## src/rtl/sbt_pkg.sv

```systemverilog
package sbt_pkg;

  typedef enum logic [2:0] {
    CMD_INHIBIT,
    CMD_NOP,
    CMD_ACT,
    CMD_RD,
    CMD_WR,
    CMD_PRE,
    CMD_LMR,
    CMD_OTHER
  } cmd_e;

  typedef enum logic [1:0] {
    ERR_NOT_IDLE   = 2'd0,
    ERR_NOT_ACTIVE = 2'd1,
    ERR_MODE_OPEN  = 2'd2,
    ERR_TIMING     = 2'd3
  } err_e;

  localparam logic [2:0] BL_FULL_PAGE = 3'd7;
  localparam int unsigned BLEN_W = 4;

endpackage

```

## src/rtl/sbt_cmd_decode.sv

```systemverilog
module sbt_cmd_decode
  import sbt_pkg::*;
(
  input  logic cs_ni,
  input  logic ras_ni,
  input  logic cas_ni,
  input  logic we_ni,
  output cmd_e cmd_o
);

  always_comb begin
    if (cs_ni) begin
      cmd_o = CMD_INHIBIT;
    end else begin
      case ({ras_ni, cas_ni, we_ni})
        3'b111:  cmd_o = CMD_NOP;
        3'b011:  cmd_o = CMD_ACT;
        3'b101:  cmd_o = CMD_RD;
        3'b100:  cmd_o = CMD_WR;
        3'b010:  cmd_o = CMD_PRE;
        3'b000:  cmd_o = CMD_LMR;
        default: cmd_o = CMD_OTHER;
      endcase
    end
  end

endmodule

```

## src/rtl/sbt_recovery_timer.sv

```systemverilog
module sbt_recovery_timer #(
  parameter int unsigned CYCLES = 3
) (
  input  logic clk_i,
  input  logic rst_ni,
  input  logic load_i,
  output logic busy_o
);

  localparam int unsigned CW = (CYCLES > 1) ? $clog2(CYCLES) : 1;
  localparam logic [CW-1:0] LOAD_VAL = CW'(CYCLES - 1);

  logic [CW-1:0] cnt_q;

  always_ff @(posedge clk_i or negedge rst_ni) begin
    if (!rst_ni) begin
      cnt_q <= '0;
    end else if (load_i) begin
      cnt_q <= LOAD_VAL;
    end else if (cnt_q != '0) begin
      cnt_q <= cnt_q - 1'b1;
    end
  end

  assign busy_o = (cnt_q != '0);

endmodule

```

## src/rtl/sbt_bank.sv

```systemverilog
module sbt_bank
  import sbt_pkg::*;
#(
  parameter int unsigned ROW_W = 13,
  parameter int unsigned T_RP  = 3
) (
  input  logic              clk_i,
  input  logic              rst_ni,
  input  logic              open_i,
  input  logic [ROW_W-1:0]  row_i,
  input  logic              close_i,
  input  logic              ap_start_i,
  input  logic [BLEN_W-1:0] ap_len_i,
  output logic              active_o,
  output logic [ROW_W-1:0]  row_o,
  output logic              ap_pend_o,
  output logic              busy_o
);

  logic [BLEN_W-1:0] ap_cnt_q;
  logic              ap_done;
  logic              rp_busy;

  // burst end: last count before zero
  assign ap_done = (ap_cnt_q == BLEN_W'(1));

  always_ff @(posedge clk_i or negedge rst_ni) begin
    if (!rst_ni) begin
      active_o <= 1'b0;
      row_o    <= '0;
    end else if (open_i) begin
      active_o <= 1'b1;
      row_o    <= row_i;
    end else if (close_i || ap_done) begin
      active_o <= 1'b0;
      row_o    <= '0;
    end
  end

  always_ff @(posedge clk_i or negedge rst_ni) begin
    if (!rst_ni) begin
      ap_cnt_q <= '0;
    end else if (ap_start_i) begin
      ap_cnt_q <= ap_len_i;
    end else if (ap_cnt_q != '0) begin
      ap_cnt_q <= ap_cnt_q - 1'b1;
    end
  end

  sbt_recovery_timer #(
    .CYCLES(T_RP)
  ) u_rp (
    .clk_i  (clk_i),
    .rst_ni (rst_ni),
    .load_i (close_i | ap_done),
    .busy_o (rp_busy)
  );

  assign ap_pend_o = (ap_cnt_q != '0);
  assign busy_o    = rp_busy | ap_pend_o;

endmodule

```

## src/rtl/sdram_bank_tracker.sv

```systemverilog
module sdram_bank_tracker
  import sbt_pkg::*;
#(
  parameter int unsigned NUM_BANKS = 4,
  parameter int unsigned ROW_W     = 13,
  parameter int unsigned AP_BIT    = 10,
  parameter int unsigned T_RP      = 3,
  parameter int unsigned T_MRD     = 2,
  parameter logic [2:0]  BURST_RST = 3'd2,
  localparam int unsigned BA_W     = (NUM_BANKS > 1) ? $clog2(NUM_BANKS) : 1
) (
  input  logic                       clk_i,
  input  logic                       rst_ni,
  input  logic                       cs_ni,
  input  logic                       ras_ni,
  input  logic                       cas_ni,
  input  logic                       we_ni,
  input  logic [BA_W-1:0]            ba_i,
  input  logic [ROW_W-1:0]           addr_i,
  output logic [NUM_BANKS-1:0]       bank_active_o,
  output logic [NUM_BANKS*ROW_W-1:0] open_row_o,
  output logic [NUM_BANKS-1:0]       ap_pending_o,
  output logic                       err_o,
  output logic [1:0]                 err_code_o,
  output logic [BA_W-1:0]            err_bank_o
);

  cmd_e                  cmd;
  logic [NUM_BANKS-1:0]  busy;
  logic [NUM_BANKS-1:0]  open_v, close_v, ap_v;
  logic                  mrd_busy, mrd_load;
  logic [2:0]            bl_code_q;
  logic [BLEN_W-1:0]     bl_len;
  logic                  ap_req;
  logic [BA_W-1:0]       low_busy, low_open;
  logic                  err_d;
  err_e                  code_d;
  logic [BA_W-1:0]       bank_d;

  sbt_cmd_decode u_dec (
    .cs_ni  (cs_ni),
    .ras_ni (ras_ni),
    .cas_ni (cas_ni),
    .we_ni  (we_ni),
    .cmd_o  (cmd)
  );

  for (genvar b = 0; b < NUM_BANKS; b++) begin : g_bank
    sbt_bank #(
      .ROW_W (ROW_W),
      .T_RP  (T_RP)
    ) u_bank (
      .clk_i      (clk_i),
      .rst_ni     (rst_ni),
      .open_i     (open_v[b]),
      .row_i      (addr_i),
      .close_i    (close_v[b]),
      .ap_start_i (ap_v[b]),
      .ap_len_i   (bl_len),
      .active_o   (bank_active_o[b]),
      .row_o      (open_row_o[b*ROW_W +: ROW_W]),
      .ap_pend_o  (ap_pending_o[b]),
      .busy_o     (busy[b])
    );
  end

  sbt_recovery_timer #(
    .CYCLES(T_MRD)
  ) u_mrd (
    .clk_i  (clk_i),
    .rst_ni (rst_ni),
    .load_i (mrd_load),
    .busy_o (mrd_busy)
  );

  assign bl_len = BLEN_W'(1) << bl_code_q[1:0];
  assign ap_req = addr_i[AP_BIT] && (bl_code_q != BL_FULL_PAGE);

  // lowest-numbered bank wins
  always_comb begin
    low_busy = '0;
    low_open = '0;
    for (int i = NUM_BANKS - 1; i >= 0; i--) begin
      if (busy[i])          low_busy = BA_W'(i);
      if (bank_active_o[i]) low_open = BA_W'(i);
    end
  end

  always_comb begin
    open_v   = '0;
    close_v  = '0;
    ap_v     = '0;
    mrd_load = 1'b0;
    err_d    = 1'b0;
    code_d   = ERR_TIMING;
    bank_d   = ba_i;
    if (mrd_busy && (cmd inside {CMD_ACT, CMD_RD, CMD_WR, CMD_PRE, CMD_LMR})) begin
      err_d = 1'b1;
    end else begin
      case (cmd)
        CMD_ACT: begin
          if (busy[ba_i]) begin
            err_d = 1'b1;
          end else if (bank_active_o[ba_i]) begin
            err_d  = 1'b1;
            code_d = ERR_NOT_IDLE;
          end else begin
            open_v[ba_i] = 1'b1;
          end
        end
        CMD_RD, CMD_WR: begin
          if (busy[ba_i]) begin
            err_d = 1'b1;
          end else if (!bank_active_o[ba_i]) begin
            err_d  = 1'b1;
            code_d = ERR_NOT_ACTIVE;
          end else begin
            ap_v[ba_i] = ap_req;
          end
        end
        CMD_PRE: begin
          if (addr_i[AP_BIT]) begin
            if (|busy) begin
              err_d  = 1'b1;
              bank_d = low_busy;
            end else begin
              close_v = bank_active_o;
            end
          end else if (busy[ba_i]) begin
            err_d = 1'b1;
          end else begin
            close_v[ba_i] = bank_active_o[ba_i];
          end
        end
        CMD_LMR: begin
          if (|busy) begin
            err_d  = 1'b1;
            bank_d = low_busy;
          end else if (|bank_active_o) begin
            err_d  = 1'b1;
            code_d = ERR_MODE_OPEN;
            bank_d = low_open;
          end else begin
            mrd_load = 1'b1;
          end
        end
        default: ;
      endcase
    end
  end

  always_ff @(posedge clk_i or negedge rst_ni) begin
    if (!rst_ni) begin
      bl_code_q <= BURST_RST;
    end else if (mrd_load) begin
      bl_code_q <= addr_i[2:0];
    end
  end

  always_ff @(posedge clk_i or negedge rst_ni) begin
    if (!rst_ni) begin
      err_o      <= 1'b0;
      err_code_o <= '0;
      err_bank_o <= '0;
    end else begin
      err_o      <= err_d;
      err_code_o <= err_d ? code_d : 2'd0;
      err_bank_o <= err_d ? bank_d : '0;
    end
  end

endmodule

```

## config.mk

```make
export PLATFORM = sky130hd
export DESIGN_NAME = sdram_bank_tracker
export DESIGN_NICKNAME = d
export VERILOG_FILES = /design/src/rtl/sbt_pkg.sv /design/src/rtl/sbt_cmd_decode.sv /design/src/rtl/sbt_recovery_timer.sv /design/src/rtl/sbt_bank.sv /design/src/rtl/sdram_bank_tracker.sv
export SDC_FILE = /design/constraint.sdc
export NUM_CORES = 1
export LEC_CHECK = 0
export ABC_CLOCK_PERIOD_IN_PS = 4550
export BUFFER_PORTS_ARGS = -buffer_cell sky130_fd_sc_hd__buf_2
export CAP_MARGIN = 15
export CORE_MARGIN = 4
export CORE_UTILIZATION = 56
export DETAILED_ROUTE_END_ITERATION = 6
export GPL_TIMING_DRIVEN = 0
export PLACE_DENSITY = 0.8
export RECOVER_POWER = 25
export SYNTH_ARGS = -nofsm -noshare
export SYNTH_HDL_FRONTEND = slang
export SYNTH_HIERARCHICAL = 1
export SYNTH_SLANG_ARGS = --single-unit
```

## constraint.sdc

```tcl
create_clock -name clk_i -period 4.55 [get_ports clk_i]
set_input_delay 0.455 -clock clk_i [delete_from_list [all_inputs] [get_ports clk_i]]
set_output_delay 0.455 -clock clk_i [all_outputs]
set_load 0.1 [all_outputs]
```

Word-level counts from Yosys, hierarchy flattened
Index checks and enable logic that the tools add are counted.
- logic and storage cells: 184
- bits in registers: 89
- input bits: 21
- output and inout bits: 65
- equal/unequal tests: 15
- muxes and demuxes: 94
- reduce and logical (&&, ||, !) cells: 32
- bitwise gates (word level): 10
- shifts and indexed selects: 1
- add/sub/neg operators: 9
- order comparisons: 2
- operators with widths (operator ; count):
    two-way mux 13 bit ; 8
    two-way mux 4 bit ; 21
    two-way mux 2 bit ; 28
    nonzero test 2 bit ; 16
    two-way mux 1 bit ; 29
    == test 3 bit (second input constant) ; 6
    case mux 3 bit (6 select lines) ; 1
    == test 4 x 1 -> 1 bit (second input constant) ; 4
    nonzero test 4 bit ; 4
    subtractor 4 x 1 -> 4 bit (second input constant) ; 4
    == test 3 x 2 -> 1 bit (second input constant) ; 4
    AND 4 bit ; 2
    bitwise OR 1 bit ; 8
    OR reduction 4 bit ; 2
    subtractor 2 x 1 -> 2 bit (second input constant) ; 4
    case mux 2 bit (3 select lines) ; 1
    nonzero test 5 bit ; 1
    binary-select mux 1 bit (select 2 bit) ; 2
    logical OR 1 bit ; 4
    case mux 1 bit (4 select lines) ; 1
    case mux 2 bit (2 select lines) ; 1
    left shift 1 x 2 -> 4 bit (first input constant) ; 1
    logical AND 1 bit ; 3
    logical NOT 3 bit ; 1
    other kinds (7) ; 7

Depth between registers and ports, before layout
Gate-level depths: netlist of run 1.
- depth in word-level cells: 12
- gate-level depth with buffers: 13
- mapped depth without buffers: 12

Modules after synthesis
The synthesis of run 1 kept the hierarchy.
- by module, submodules not included (module ; seq. area each (µm²) ; times used ; area each (µm²) ; cells each):
    sbt_bank ; 450.4 ; 4 ; 845.8 ; 71
    sdram_bank_tracker ; 201.4 ; 1 ; 788.3 ; 103
    sbt_recovery_timer (g_bank[0].u_bank.u_rp ...) ; 50.0 ; 4 ; 107.6 ; 11
    sbt_cmd_decode ; 0.0 ; 1 ; 56.3 ; 8
    sbt_recovery_timer (u_mrd) ; 25.0 ; 1 ; 25.0 ; 1

Least setup slack after synthesis of run 1
No wires, ideal clock.
- path kind: reg-to-reg
- from: reg g_bank[2].u_bank.ap_cnt_q[0]
- to: reg g_bank[0].u_bank.row_o[1]
- required time: 4484 ps
- buffers on the path: 2
- period minus slack after synthesis: 3476 ps
- arrival: 3410 ps
- stages on the path, launching flop included: 11
- library setup time: 66 ps
- slack: 1074 ps
- cell sequence: dfrtp_1 > inv_1 > ha_1 > nor3b_4 > or2b_1 > mux4_2 > or4b_1 > nor3_1 > buf_2 > buf_2 > a22o_1
- elaborated cells on any way between the ends: 16
- those cells by class: 11 x mux; 1 x bitwise; 4 x reduce/logical
- RTL lines (element ; RTL line ; RTL):
    from (decl) ; sbt_bank.sv:20 ; logic [BLEN_W-1:0] ap_cnt_q;
    from (signal assigned) ; sbt_bank.sv:44 ; ap_cnt_q <= ap_len_i;
    from (signal assigned) ; sbt_bank.sv:46 ; ap_cnt_q <= ap_cnt_q - 1'b1;
    nonzero test 4 bit * ; sbt_bank.sv:59 ; assign ap_pend_o = (ap_cnt_q != '0);
    bitwise OR 1 bit * ; sbt_bank.sv:60 ; assign busy_o = rp_busy | ap_pend_o;
    named net busy[2] ; sdram_bank_tracker.sv:29 ; logic [NUM_BANKS-1:0] busy;
    binary-select mux 1 bit (select 2 bit) * ; sdram_bank_tracker.sv:102 ; if (busy[ba_i]) begin
    two-way mux 1 bit (not written as such) * ; sdram_bank_tracker.sv:102 ;
    two-way mux 4 bit * ; sdram_bank_tracker.sv:102 ;
    two-way mux 4 bit * ; sdram_bank_tracker.sv:100 ; case (cmd)
    two-way mux 4 bit * ; sdram_bank_tracker.sv:97 ; if (mrd_busy && (cmd inside {CMD_ACT, CMD_RD, CMD_WR, CMD_PRE, CMD_LMR})) begin
    named net open_v[0] ; sdram_bank_tracker.sv:30 ; logic [NUM_BANKS-1:0] open_v, close_v, ap_v;
    two-way mux 13 bit or nonzero test 2 bit (tied branches) ; -- ;
    to (signal assigned) ; sbt_bank.sv:33 ; row_o <= row_i;
    to (decl) ; sbt_bank.sv:15 ; output logic [ROW_W-1:0] row_o,
The timed path passes the listed nets; every way through them passes the cells marked *. The select of a mux whose other input is x is not followed.
A chain may end at the register's enable or synchronous reset.

Final worst setup path of run 1
- from: reg g_bank[2].u_bank.ap_cnt_q[0]
- to: reg g_bank[2].u_bank.row_o[3]
- elaborated cells on any way between the ends: 17
- those cells by class: 1 x eq/ne; 11 x mux; 1 x bitwise; 4 x reduce/logical
- RTL lines (element ; RTL line):
    nonzero test 4 bit * ; sbt_bank.sv:59
    bitwise OR 1 bit * ; sbt_bank.sv:60
    named net busy[2] ; sdram_bank_tracker.sv:29
    binary-select mux 1 bit (select 2 bit) * ; sdram_bank_tracker.sv:102
    two-way mux 1 bit (not written as such) * ; sdram_bank_tracker.sv:102
    two-way mux 4 bit * ; sdram_bank_tracker.sv:102
    two-way mux 4 bit * ; sdram_bank_tracker.sv:100
    two-way mux 4 bit * ; sdram_bank_tracker.sv:97
    named net open_v[2] ; sdram_bank_tracker.sv:30
    two-way mux 13 bit or nonzero test 2 bit (tied branches) ; --
    to (signal assigned) ; sbt_bank.sv:33
    to (decl) ; sbt_bank.sv:15
Marked as above.

==> impl_results.md, run 1 <==
- DRC violations left: 0
- Gate count of the mapped netlist: 440
- Max-slew violations: 72
- Setup TNS: 0 ns
- IO Count: 86
- Total wire length: 11.5 mm
- Register clock-pin slew on the reported worst setup and hold paths: 0.10 ns
- Slew margin rel.: -16.6%
- Critical Path RT: 4.84 ns
- Leakage: 2.89 nW
- Skew final: 0.0154 ns
- NumNets Final: 574
- Max-Cap Viols: 1
- Fin worst setup slack: 0.365 ns
- Register area share after synthesis: 47.6%
- Area after DPL: 5260 µm²
- Worst hold slack: 0.385 ns
- Die H: 99.5 µm
- Peak VDD IR: 0.399 mV
- DRT antenna net count: 0
- YS warnings: 6
- Xor-xnor portion of the synthesized cell area: 3.37%
- Adder-Cell Fraction of Synth Area: 4.27%
- #FFs+latches synth: 89
- H-tree levels: 3
- Internal Power: 1.70 mW
- Synth cell types: 45
- Cell area after layout: 5450 µm²
- First-pass iteration count of the detailed router: 4
- Overall Global Routing Usage: 24.5%
- Post-synth top flop: dfrtp_1
- Site row count: 33
- Simple-Gate Fraction of Synth Area: 18.9%
- Commonest cells post-synth: 88 x dfrtp_1, 56 x nor2b_1, 52 x a22o_1
- Power, Total: 3.10 mW
- Worst skew pair latency: 0.36 ns
- Post-synth top area cell: dfrtp_1
- Largest family of logic cells by synthesized area: simple AND/OR/NAND/NOR gates
- Status: finished, violations left
- Vias in the first global route: 3819
- Setup-failing EPs final: 0
- Post-route core utilization: 66.7%
- Logic gate share of total power: 45.9%
- Initial DRC count: 282
- Place WS: 0.139 ns
- Ant. Diodes: 0
- CTS Buf Count: 9
- FMAX: 239 MHz
- Via density: 5.72
- Violations in the final reports: max-capacitance violations, max-slew violations
- CP startpoint kind: flop
- CP Class: flop to flop
- Width of the die: 99.5 µm
- Post-synthesis compound-gate area fraction: 17.6%
- Syn Nets: 477
- WL per Instance: 17.8 µm
- Clock share of power: 18.3%
- CTS root buf: clkbuf_8
- Sequential share of power: 35.9%
- Sw frac: 45.1%
- Area Growth Syn to Fin: 16.5%
- Fin crit share: 92.0%
- Mapped Area: 4680 µm²
- Critical path arrival: 4.48 ns
- DIE AREA: 9890 µm²
- Synth async-reset ratio: 100%
- Final GP Congestion: 0.915
- DR vias: 3703
- Post-synth EDFFs: 0
- Placed Cells incl. Taps: 629
- Layout cell share with drive strength beyond 1: 24.0%
- Pwr Density: 569 nW/µm²
- Clock sinks: 89
- Total gr overflow: 0
- CTS tree: built
- Core region area: 8180 µm²
- Post-CTS Setup Bufs: 0
- CP max FO: 10
- Initial antenna violation count: 0
- Fin. Hold Viols: 0
- Worst Max-Slew Pin Slew: 1.75 ns
- Detail Placement HPWL: 8.45 mm
- Final Critical Period: 4.19 ns
- Mux contribution to synthesized area: 3.71%
- Fin cells: 647
- Unrepaired setup endpoints after global routing: false
- Pin count of the biggest net entering global routing: 72
- Worst hold-check path type: primary input to flop
- First-pass GRT wire length: 19.3 mm
- Initial Util: 57.3%
- Sw power: 1.40 mW
- Area contributors post-synth: dfrtp_1 47%, a22o_1 9.7%, nor2b_1 7.5%, ha_1 4.3%, inv_1 2.7%
- Deepest clock path buffer count: 2
- Top-area cell type share of the netlist area: 47.0%
- Endpoint class of the critical path: flop
- Most instantiated library cell after synthesis: dfrtp_1
- Synthesized area per cell: 10.6 µm²
- PortBufs: 83
-- state kept, by name (all words and copies together) (netlist names) --
name / flops
bl_code_q: 3
err_bank_o: 2
err_code_o: 2
err_o: 1
g_bank.u_bank/active_o: 4
g_bank.u_bank/ap_cnt_q: 16
g_bank.u_bank/row_o: 52
g_bank.u_bank/u_rp/cnt_q: 8
u_mrd/busy_o: 1
-- power groups by stage --
stage               clock network, mW  logic (mW)  registers, mW
global route                    0.610        1.54           1.13
floorplan                           0       0.782           1.48
CTS                             0.576        1.44           1.11
global placement                    0        1.37           1.11
finish                          0.567        1.42           1.11
detailed placement                  0        1.43           1.12
-- worst max-delay path: stages, from the launching register on --
cell and delay [ns]:
dfrtp_1 0.41, inv_1 0.12, ha_1 0.16, nor3b_4 0.32
or2b_1 0.37, mux4_2 0.56, or4b_1 0.62, nor2_1 0.75
buf_2 0.36, buf_2 0.28, a22o_1 0.18
-- area by class of cell --
cell class              count  area [µm²]
flip-flops and latches     89        2230
inverters                  34         128
clock inverters             5        63.8
multi-input cells         301        2240
fillers                   685        2720
clock buffers              11         141
plain buffers              16        86.3
well taps                 105         131
repair buffers             86         434
-- path summary, 6_finish.rpt --
check | depth (start not counted) | slack [ns] | start | to
min in group asynchronous | 2 | 0.80 | rst_ni | g_bank[2].u_bank/row_o[8]
hold reg to reg | 2 | 0.56 | g_bank[1].u_bank/u_rp/cnt_q[0] | g_bank[1].u_bank/u_rp/cnt_q[0]
hold / removal | 2 | 0.38 | addr_i[5] | g_bank[0].u_bank/row_o[5]
setup / recovery | 10 | 0.36 | g_bank[2].u_bank/ap_cnt_q[0] | g_bank[2].u_bank/row_o[3]
max in group asynchronous | 3 | 1.45 | rst_ni | g_bank[3].u_bank/row_o[2]
setup reg to reg | 10 | 0.36 | g_bank[2].u_bank/ap_cnt_q[0] | g_bank[2].u_bank/row_o[3]
-- placed cells by master, fill, tap and decap left out, types with 2 or more instances in the layout --
cell type  count
o21a_1         3
and3b_1        2
clkbuf_1       5
a21o_1         9
nand3b_1       3
nor2_1        31
or4_1          2
mux2_1         3
nand2_1       17
dfrtp_1       88
mux2i_1        5
a31oi_1        2
clkbuf_8      10
nand2b_1       6
mux2_2         4
nor3b_4        4
a21oi_1       11
nor3_1        10
buf_2         91
ha_1          16
clkinv_4       2
xor2_1         5
and2_1         2
a211oi_1       3
a22o_1        52
xnor2_1       13
nor2b_1       56
buf_4          4
or2b_1         8
o31ai_1        8
o21ai_0        8
mux4_2         2
clkbuf_2       2
inv_1         34
a21oi_2        4
-- logic make-up after synthesis --
family                     Yosys count
and+or+nand+nor                    149
AOI/OAI and AO/OA                  104
DFF                                 89
buffers and inverters               50
xor gates and xnor gates            18
adders and majority gates           16
muxes                               14
-- routing by layer --
layer  wire length, µm  up-vias  track usage, %
met5                 0        -               0
met4               228        0            8.40
met3               672       23            2.95
met2              5510      129            39.9
met1              5090     1823            34.2
li1                  -     1728               -
-- what timing repair did --
| item | in CTS | in global routing |
|---|---|---|
| hold endpoints to repair | 18 | 0 |
| hold buffers | 1 | 0 |
| gates resized for setup | 0 | 0 |
Power figures use the tool's default switching activity.
==> run 2: changes to the inputs <==
CORE_UTILIZATION = 55   (was 56)
PLACE_DENSITY = 0.79   (was 0.8)
==> run 2 against run 1 <==
Register-to-register slack worse by 0.18 ns. Largest power group unchanged. Global-route usage is 0.81 points lower. Clock-buffer cell count fell by 1. The run still ends with max-capacitance violations, max-slew violations left.
==> impl_results.md, run 2 (synthesized netlist as in run 1, its figures left out) <==
- Width of the die: 100 µm
- CP delay by family, top: simple AND/OR/NAND/NOR gates
- Final Critical Period: 4.37 ns
- Worst hold-check path type: primary input to flop
- Register clock-pin slew on the reported worst setup and hold paths: 0.10 ns
- Violations in the final reports: max-capacitance violations, max-slew violations
- GR Util met3: 4.86%
- Slew margin rel.: -12.2%
- Min-Delay Path Depth: 2
- Total gr overflow: 0
- Deepest clock path buffer count: 2
- PortBufs: 83
- Fin crit share: 96.0%
- Final GP Congestion: 0.905
- Detail Placement HPWL: 8.27 mm
- Grt met2 use: 37.8%
- Status: finished, violations left
- Peak VDD IR: 0.391 mV
- Initial antenna violation count: 0
- Critical path arrival: 4.67 ns
- Fin. Hold Viols: 0
- CTS root buf: clkbuf_8
- CP most frequent cell: buf_2
- Max-slew violations: 71
- Skew final: 0.0127 ns
- CP peak stage delay: 0.95 ns
- Unrepaired setup endpoints after global routing: false
- Buffers & Inverters on Critical Path: 3
- Post-CTS Setup Bufs: 0
- Pwr Density: 571 nW/µm²
- Crit path depth: 10
- FMAX: 229 MHz
- GRT busiest layer: met2
- Reg with most FFs: g_bank.u_bank/row_o
- Most common cell after layout, fill and taps aside: buf_2
- IO Count: 86
- Worst skew pair latency: 0.36 ns
- Initial DRC count: 252
- Critical Path RT: 4.85 ns
- CTS tree: built
- First-pass iteration count of the detailed router: 5
- Core region area: 8260 µm²
- CP startpoint kind: flop
- Site row count: 33
- Setup-failing EPs final: 0
- Max-Cap Viols: 1
- Leakage: 2.90 nW
- H-tree levels: 3
- Total wire length: 11.7 mm
- CTS Hold Bufs: 1
- CTS resizes: 0
- Layout cell share with drive strength beyond 1: 24.0%
- Post-route core utilization: 66.0%
- Most frequent cells in the layout: 91 x buf_2, 88 x dfrtp_1, 56 x nor2b_1
- NumNets Final: 573
- Clock sinks: 89
- Endpoint class of the critical path: flop
- Largest register FFs: 52
- DRC violations left: 0
- Slowest CP cell: nor3_1
- Via density: 5.83
- Largest registers: g_bank.u_bank/row_o (52), g_bank.u_bank/ap_cnt_q (16), g_bank.u_bank/u_rp/cnt_q (8)
- DR vias: 3764
- CP Class: flop to flop
- DIE AREA: 10100 µm²
- Reg2Reg Depth: 10
- Vias in the first global route: 3669
- CP max FO: 10
- Area Growth Syn to Fin: 16.5%
- CTS Buf Count: 9
- Ant. Diodes: 0
- DRT antenna net count: 0
- Overall Global Routing Usage: 23.7%
- Die H: 100 µm
- Worst Max-Slew Pin Slew: 1.68 ns
- First-pass GRT wire length: 18.8 mm
- WL per Instance: 18.0 µm
- Setup TNS: 0 ns
- Initial Util: 56.7%
- Pin count of the biggest net entering global routing: 71
- CP cell instances: inv_1, ha_1, nor3b_4, or2b_1, mux4_2, or4b_1, nor3_1, buf_2, buf_2, a22o_1
- M1 GR Usage: 32.5%
==> run 2: final timing paths <==
| kind | startpoint | endpoint | slack, ns |
|---|---|---|---|
| min | addr_i[12] | g_bank[3].u_bank/row_o[12] | 0.38 |
| max in group asynchronous | rst_ni | g_bank[1].u_bank/ap_cnt_q[0] | 1.51 |
| max | g_bank[2].u_bank/ap_cnt_q[0] | g_bank[0].u_bank/row_o[8] | 0.18 |
| min reg2reg | bl_code_q[2] | bl_code_q[2] | 0.52 |
| min in group asynchronous | rst_ni | g_bank[3].u_bank/row_o[6] | 0.80 |
| max reg2reg | g_bank[2].u_bank/ap_cnt_q[0] | g_bank[0].u_bank/row_o[8] | 0.18 |
==> run 2: routing by layer <==
| metal | wire length [µm] | share of wire (%) |
|---|---|---|
| met2 | 5630 | 48 |
| met4 | 193 | 1.7 |
| met3 | 778 | 6.7 |
| met5 | 0 | 0 |
| met1 | 5060 | 43 |
==> run 2: through the flow <==
step / instance area, µm² / hold slack [ns] / cells / setup slack, ns / power, mW
after floorplan: 4680 / 0.159 / 440 / 1.07 / 2.26
after global routing: 5450 / 0.370 / 646 / 0.0517 / 3.29
after CTS: 5480 / 0.368 / 646 / 0.204 / 3.14
after global placement: 5230 / 0.481 / 628 / 0.427 / 2.49
after detailed placement: 5260 / 0.362 / 629 / 0.288 / 2.55
final: 5450 / 0.380 / 646 / 0.180 / 3.11
==> run 2: where the power goes <==
part | internal (mW) | leakage, nW | switching (mW) | total, mW
combinational | 0.463 | 1.61 | 0.959 | 1.42
sequential | 0.967 | 1.18 | 0.144 | 1.11
clock | 0.277 | 0.109 | 0.303 | 0.580
==> run 2: layout make-up <==
type / count / area, µm²
Sequential cell: 89 / 2230
Buffer: 16 / 86.3
Multi-Input combinational cell: 301 / 2240
Clock buffer: 10 / 138
Clock inverter: 6 / 72.6
Fill cell: 678 / 2800
Inverter: 34 / 128
Timing Repair Buffer: 85 / 429
Tap cell: 105 / 131
==> run 3: changes to the inputs <==
PLACE_DENSITY = 0.86   (was 0.79)
==> run 3 against run 2 <==
The flow still finishes with violations (max-capacitance violations, max-slew violations). Wire length is 2.4% lower. Register-to-register slack improved by 0.23 ns. Core utilization up 0.17 points.
==> impl_results.md, run 3 (synthesized netlist as in run 1, its figures left out) <==
- Status: finished, violations left
- Violations in the final reports: max-capacitance violations, max-slew violations
- Initial DRC count: 247
- Critical path arrival: 4.44 ns
- Fin crit share: 91.0%
- Worst R2R Setup Slack: 0.41 ns
- Fin worst setup slack: 0.410 ns
- CP delay by family, top: simple AND/OR/NAND/NOR gates
- Setup-failing EPs final: 0
- Clock sinks: 89
- CTS root buf: clkbuf_8
- Layout cell share with drive strength beyond 1: 24.1%
- Max-slew violations: 39
- Area Growth Syn to Fin: 16.8%
- DRT antenna net count: 0
- Largest registers: g_bank.u_bank/row_o (52), g_bank.u_bank/ap_cnt_q (16), g_bank.u_bank/u_rp/cnt_q (8)
- CP startpoint kind: flop
- Die H: 100 µm
- Reg2Reg Launch Point: g_bank[2].u_bank/ap_cnt_q[0]
- Site row count: 33
- Worst skew pair latency: 0.36 ns
- Worst Min Path Start: addr_i[6]
- Slew margin rel.: -52.3%
- Buffers & Inverters on Critical Path: 3
- Total wire length: 11.4 mm
- CTS Hold Bufs: 0
- Worst Max-Slew Pin Slew: 2.28 ns
- Power, Total: 3.14 mW
- Slowest CP cell: nor3_1
- NumNets Final: 572
- Worst R2R End: g_bank[0].u_bank/row_o[3]
- Register clock-pin slew on the reported worst setup and hold paths: 0.10 ns
- Detail Placement HPWL: 8.46 mm
- Fin. Hold Viols: 0
- Initial Util: 56.7%
- Reg with most FFs: g_bank.u_bank/row_o
- IO Count: 86
- Peak VDD IR: 0.390 mV
- Initial antenna violation count: 0
- Leakage: 2.89 nW
- Post-CTS Setup Bufs: 0
- Reg2Reg Depth: 10
- Ant. Diodes: 0
- Cell area after layout: 5470 µm²
- Pwr Density: 573 nW/µm²
- Unrepaired setup endpoints after global routing: false
- Via density: 5.74
- Most frequent cells in the layout: 91 x buf_2, 88 x dfrtp_1, 56 x nor2b_1
- DRC violations left: 0
- Post-route core utilization: 66.2%
- CP max FO: 10
- CP Class: flop to flop
- Min-Delay Path Depth: 2
- Largest register FFs: 52
- Width of the die: 100 µm
- CP peak stage delay: 0.74 ns
- Overall Global Routing Usage: 23.5%
- CTS resizes: 0
- Core region area: 8260 µm²
- Most common cell after layout, fill and taps aside: buf_2
- Setup TNS: 0 ns
- Vias in the first global route: 3728
- Worst hold-check path type: primary input to flop
- CTS tree: built
- Hold endpoint: g_bank[0].u_bank/row_o[6]
- Endpoint class of the critical path: flop
- Place WS: 0.418 ns
- WL per Instance: 17.6 µm
- DR vias: 3702
- Area after DPL: 5260 µm²
- Total gr overflow: 0
- CP cell instances: inv_1, ha_1, nor3b_4, or2b_1, mux4_2, or4b_1, nor3_1, buf_2, buf_2, a22o_1
- DIE AREA: 10100 µm²
- First-pass iteration count of the detailed router: 4
- PortBufs: 83
- Final Critical Period: 4.14 ns
- CP most frequent cell: buf_2
- Deepest clock path buffer count: 2
- Critical Path RT: 4.85 ns
- First-pass GRT wire length: 18.7 mm
- Pin count of the biggest net entering global routing: 52
- H-tree levels: 3
- CTS Buf Count: 9
- FMAX: 242 MHz
- Skew final: 0.0118 ns
- Max-Cap Viols: 1
- Final GP Congestion: 0.943
==> run 3: cell types whose count changed in the layout (fill, tap and decap cells not counted), sizes merged <==
cell	before	now
buf	95	96
clkbuf	15	14
clkinv	2	0
clkinvlp	0	2
dlygate4sd3	1	0
==> run 3: how the worst max path moves through the flow <==
stage                                 start  cells past startpoint                   endpoint
4_1_cts        g_bank[2].u_bank/ap_cnt_q[0]                     10  g_bank[0].u_bank/row_o[3]
3_3_place_gp   g_bank[2].u_bank/ap_cnt_q[0]                     10  g_bank[0].u_bank/row_o[5]
6_report       g_bank[2].u_bank/ap_cnt_q[0]                     10  g_bank[0].u_bank/row_o[3]
3_5_place_dp   g_bank[2].u_bank/ap_cnt_q[0]                     10  g_bank[0].u_bank/row_o[8]
5_1_grt        g_bank[2].u_bank/ap_cnt_q[0]                     10  g_bank[0].u_bank/row_o[3]
2_1_floorplan  g_bank[2].u_bank/ap_cnt_q[0]                     10  g_bank[0].u_bank/row_o[1]
==> run 3: routing by layer <==
| layer | up-vias | GRT usage [%] | wire [µm] |
|---|---|---|---|
| li1 | 1717 | - | - |
| met1 | 1848 | 32.5 | 4860 |
| met2 | 116 | 37.4 | 5560 |
| met3 | 21 | 3.61 | 746 |
| met4 | 0 | 9.22 | 212 |
| met5 | - | 0 | 0 |
==> run 3: report_power, final <==
group | total, mW | internal [mW] | switching (mW)
Sequential | 1.11 | 0.966 | 0.144
Clock | 0.581 | 0.277 | 0.305
Combinational | 1.44 | 0.468 | 0.975
==> run 3: stage by stage <==
step	hold WS, ns	std cells
after floorplan	0.159	440
after global placement	0.513	628
after detailed placement	0.471	629
after CTS	0.0761	645
after global routing	0.393	645
final	0.397	645
==> run 3: layout make-up <==
cell class                      count  area (µm²)
Clock inverter                      6        73.8
Multi-Input combinational cell    301        2240
Timing Repair Buffer               84         442
Inverter                           34         128
Fill cell                         656        2790
Clock buffer                       10         138
Buffer                             16        86.3
Tap cell                          105         131
Sequential cell                    89        2230
